`src/rtl/ce_pkg.sv`:
```
package ce_pkg;
  typedef enum logic [0:0] {
    CE_IDLE = 1'b0,
    CE_FIRE = 1'b1
  } ce_state_e;
endpackage

```
`src/rtl/ce_divider.sv`:
```
module ce_divider #(
  parameter int DIV_N = 4,
  localparam int CNT_W = (DIV_N > 2) ? $clog2(DIV_N) : 1
) (
  input  logic clk_i,
  input  logic rst_ni,
  output logic ce_o
);
  import ce_pkg::*;

  localparam logic [CNT_W-1:0] LAST = CNT_W'(DIV_N - 1);

  logic [CNT_W-1:0] cnt_q;
  logic             at_last;
  ce_state_e        ce_q;

  assign at_last = (cnt_q == LAST);

  always_ff @(posedge clk_i or negedge rst_ni) begin
    if (!rst_ni) begin
      cnt_q <= '0;
      ce_q  <= CE_IDLE;
    end else begin
      cnt_q <= at_last ? '0 : cnt_q + 1'b1;
      // pulse coincides with the wrap to zero
      ce_q  <= at_last ? CE_FIRE : CE_IDLE;
    end
  end

  assign ce_o = (ce_q == CE_FIRE);
endmodule

```
`src/rtl/ce_local_buf.sv`:
```
module ce_local_buf (
  input  logic clk_i,
  input  logic rst_ni,
  input  logic ce_i,
  output logic ce_o
);
  logic ce_q;

  always_ff @(posedge clk_i or negedge rst_ni) begin
    if (!rst_ni) ce_q <= 1'b0;
    else         ce_q <= ce_i;
  end

  assign ce_o = ce_q;
endmodule

```
`src/rtl/ce_payload.sv`:
```
module ce_payload #(
  parameter int PAY_W = 8
) (
  input  logic             clk_i,
  input  logic             rst_ni,
  input  logic             en_i,
  output logic [PAY_W-1:0] val_o
);
  logic [PAY_W-1:0] val_q;

  always_ff @(posedge clk_i or negedge rst_ni) begin
    if (!rst_ni)   val_q <= '0;
    else if (en_i) val_q <= val_q + 1'b1;
  end

  assign val_o = val_q;
endmodule

```
`src/rtl/ce_fabric.sv`:
```
module ce_fabric #(
  parameter int DIV_N    = 4,
  parameter int NUM_CONS = 4,
  parameter int PAY_W    = 8,
  localparam int BUS_W   = NUM_CONS * PAY_W
) (
  input  logic                clk_i,
  input  logic                rst_ni,
  output logic                ce_global_o,
  output logic [NUM_CONS-1:0] ce_local_o,
  output logic [BUS_W-1:0]    payload_o
);
  logic ce_global;

  ce_divider #(.DIV_N(DIV_N)) u_div (
    .clk_i (clk_i),
    .rst_ni(rst_ni),
    .ce_o  (ce_global)
  );

  // one flop per consumer: global net has one load per module
  for (genvar i = 0; i < NUM_CONS; i++) begin : g_cons
    logic             ce_loc;
    logic [PAY_W-1:0] val;

    ce_local_buf u_buf (
      .clk_i (clk_i),
      .rst_ni(rst_ni),
      .ce_i  (ce_global),
      .ce_o  (ce_loc)
    );

    ce_payload #(.PAY_W(PAY_W)) u_pay (
      .clk_i (clk_i),
      .rst_ni(rst_ni),
      .en_i  (ce_loc),
      .val_o (val)
    );

    assign ce_local_o[i]                = ce_loc;
    assign payload_o[i*PAY_W +: PAY_W]  = val;
  end

  assign ce_global_o = ce_global;
endmodule

```
`config.mk`:
```
export PLATFORM = sky130hd
export DESIGN_NAME = ce_fabric
export DESIGN_NICKNAME = d
export VERILOG_FILES = /design/src/rtl/ce_pkg.sv /design/src/rtl/ce_divider.sv /design/src/rtl/ce_local_buf.sv /design/src/rtl/ce_payload.sv /design/src/rtl/ce_fabric.sv
export SDC_FILE = /design/constraint.sdc
export NUM_CORES = 1
export LEC_CHECK = 0
export CAP_MARGIN = 20
export CORE_MARGIN = 3
export CORE_UTILIZATION = 48
export DETAILED_ROUTE_END_ITERATION = 8
export GPL_ROUTABILITY_DRIVEN = 0
export PLACE_DENSITY = 0.85
export SYNTH_ARGS = -nofsm -noshare
export SYNTH_HDL_FRONTEND = slang
export SYNTH_SLANG_ARGS = --single-unit
```
`constraint.sdc`:
```
create_clock -name clk_i -period 1.4 [get_ports clk_i]
set_clock_uncertainty 0.05 [all_clocks]
set_input_delay 0.28 -clock clk_i [delete_from_list [all_inputs] [get_ports clk_i]]
set_output_delay 0.28 -clock clk_i [all_outputs]
set_load 0.05 [all_outputs]
```
==> results_dict.tcl <==
set metrics [dict create \
    status "completed" \
    relSlewSlack 0.830 \
    drt_iter0_drc 13 \
    cts_root_buf "clkbuf_4" \
    syn-cell-area_um2 1520 \
    layout-drive-gt1-share 0.435 \
    yosysSeqAreaShare 0.593 \
    crit_type "flip-flop to output pin" \
    synth_area_per_cell_um2 13.1 \
    maxCapViolations 0 \
    rsz0062_at_grt "true" \
    cts_made_buffers 5 \
    fin_crit_ns 1.38 \
    p_leak_nw 1.10 \
    fmax_mhz 724 \
    cts_hold_buf 0 \
    critPathMostFrequentCell "buf_12" \
    hold_class "primary input to async pin" \
    ys_types 15 \
    htree_levels 2 \
    area_delta_synth_final_pct 60.0 \
    grt_use_total 0.182 \
    synthCells 116 \
    worst_pin_slew_ns 0.255 \
    grt_first_pass_wirelength_um 5400 \
    tritoncts "done" \
    hold_viol_final 0 \
    cts_buffer_depth 2 \
    via_per_inst 4.97 \
    rows 19 \
    max_stage_delay_ns 0.42 \
    pin_count 39 \
    clkLatencyLatePin_ns 0.35 \
    dp.cells 193 \
    stdcell_count 203 \
    critPathRequiredTime_ns 1.07 \
    ir_worst_vdd_uv 649 \
    cp-start-kind "flip-flop" \
    power_mw 1.70 \
    antenna_found_initial 0 \
    cp.buffers_inverters 2 \
    ys_seq_elements 36 \
    synth_nets 123 \
    drc 0 \
    fp.dieW_um 62.3 \
    fillerInstances 140 \
    die_y_um 62.3 \
    critical-path-top-delay-family "flip-flops" \
    wl_per_cell_um 15.0 \
    power_density_nw_per_um2 697 \
    cp_cell_sequence "buf_12 > buf_12" \
    period_share 0.986 \
    nets 167 \
    dieArea_um2 3880 \
    grt_max_degree 37 \
    first_pass_iters 3 \
    detailed_place_hpwl_um 2200 \
    endpoint_kind "output pin" \
    final_max_slew_viol_count 0 \
    globalRouteOverflowTotal 0 \
    start_util 0.528 \
    core_um2 2880 \
    setup_violations 0 \
    num_vias 1008 \
    wl_um 3050 \
    ant_nets 0 \
    clk_pin_slew_worst_paths_ns 0.11 \
    diodes 0 \
    grt_pass1_vias 1102 \
    crit_fanout 5 \
    cts.sinks 36 \
    critical-path-slowest-cell "dfrtp_1" \
    cp_data_arrival_time_ns 1.05 \
    port_buffers 38 \
    yosysWarningCount 0 \
]
## cells in the mapped netlist (all sizes together)
library cell | count | area share
and3 | 2 | 0.0082
buf | 6 | 0.032
nand4 | 14 | 0.076
nor2 | 10 | 0.028
xor2 | 14 | 0.081
nor3 | 1 | 0.0066
ha | 5 | 0.041
xnor2 | 14 | 0.081
dfrtp | 36 | 0.59
mux2 | 4 | 0.030
nand2 | 10 | 0.025
## state kept, by name, indices dropped and copies added (netlist names)
name	cells
g_cons.u_buf.ce_o	1
g_cons.u_pay.val_o	32
u_div.ce_o	1
u_div.cnt_q	2
## worst reg2reg max path, cell delays in order (launching register included)
cell and delay [ns]:
dfrtp_1 0.40, buf_4 0.14, buf_12 0.14, and3_1 0.20
nand4_1 0.14, xnor2_1 0.15
## where the power goes
part / leakage, nW / switching [mW] / total (mW) / internal [mW]
clock network: 0.0386 / 0.332 / 0.628 / 0.295
logic: 0.633 / 0.0202 / 0.0284 / 0.00822
registers: 0.430 / 0 / 1.04 / 1.04
## kinds of logic after synthesis
| family | Yosys count | synth area share |
|---|---|---|
| DFF | 36 | 0.593 |
| muxes | 4 | 0.0296 |
| adders and majority gates | 5 | 0.0412 |
| buffers and inverters | 6 | 0.0321 |
| xor gates and xnor gates | 28 | 0.161 |
| and+or+nand+nor | 37 | 0.143 |
## stage by stage
step / TNS, ns / util / worst slack, ns / instance area [um^2] / hold slack, ns
6_report: 0 / 0.846 / 0.0192 / 2430 / 0.243
5_1_grt: -0.183 / 0.846 / -0.0464 / 2430 / 0.231
4_1_cts: -0.0131 / 0.843 / -0.00370 / 2420 / 0.229
3_5_place_dp: 0 / 0.814 / 0.137 / 2340 / 0.377
3_3_place_gp: 0 / 0.814 / 0.206 / 2340 / 0.364
2_1_floorplan: 0 / - / 0.00252 / 1530 / -0.0656
## final cells by class
type	instances	area (um^2)	area share
well taps	42	52.6	0.0216
repair buffers	43	826	0.340
multi-input cells	74	571	0.235
clock buffers	8	68.8	0.0283
flip-flops and latches	36	915	0.376
## layer usage
metal | track usage | vias to the layer above | wire length [um] | part of all wire
met4 | 0.105 | 0 | 81 | 0.027
met5 | 0 | - | 0 | 0
li1 | - | 477 | - | -
met1 | 0.212 | 491 | 1260 | 0.41
met3 | 0.0883 | 9 | 224 | 0.073
met2 | 0.273 | 31 | 1480 | 0.49
## what timing repair did
item | 4_1_cts | 5_1_grt
setup endpoints to repair | 4 | 11
buffers inserted | 2 | 0
resized for setup | 0 | 6
pin swaps | 0 | 1
## worst paths after layout
kind                                      start                  endpoint  slack (ns)  cells after the start
min in group clk_i               u_div.cnt_q[0]            u_div.cnt_q[0]        0.40                      1
max                        g_cons[3].u_buf.ce_o             ce_local_o[1]        0.02                      2
min                                      rst_ni  g_cons[2].u_pay.val_o[1]        0.24                      2
max reg2reg                g_cons[3].u_buf.ce_o  g_cons[1].u_pay.val_o[5]        0.07                      5
max in group asynchronous                rst_ni  g_cons[2].u_pay.val_o[3]        0.85                      2
min reg2reg                      u_div.cnt_q[0]            u_div.cnt_q[0]        0.40                      1
## cells in the final DEF (no fill, tap or decap)
| master | n |
|---|---|
| xor2_1 | 14 |
| buf_12 | 40 |
| nand4_4 | 1 |
| mux2_2 | 4 |
| nand4_2 | 2 |
| nor2_2 | 2 |
| buf_4 | 2 |
| nand4_1 | 11 |
| dfrtp_2 | 11 |
| clkbuf_8 | 2 |
| and3_1 | 2 |
| ha_1 | 5 |
| nor3_2 | 1 |
| xnor2_1 | 14 |
| clkbuf_1 | 1 |
| nor2_1 | 8 |
| clkbuf_4 | 5 |
| dfrtp_1 | 25 |
| clkdlybuf4s50_1 | 1 |
| nand2_1 | 10 |
Power figures use the tool's default switching activity.
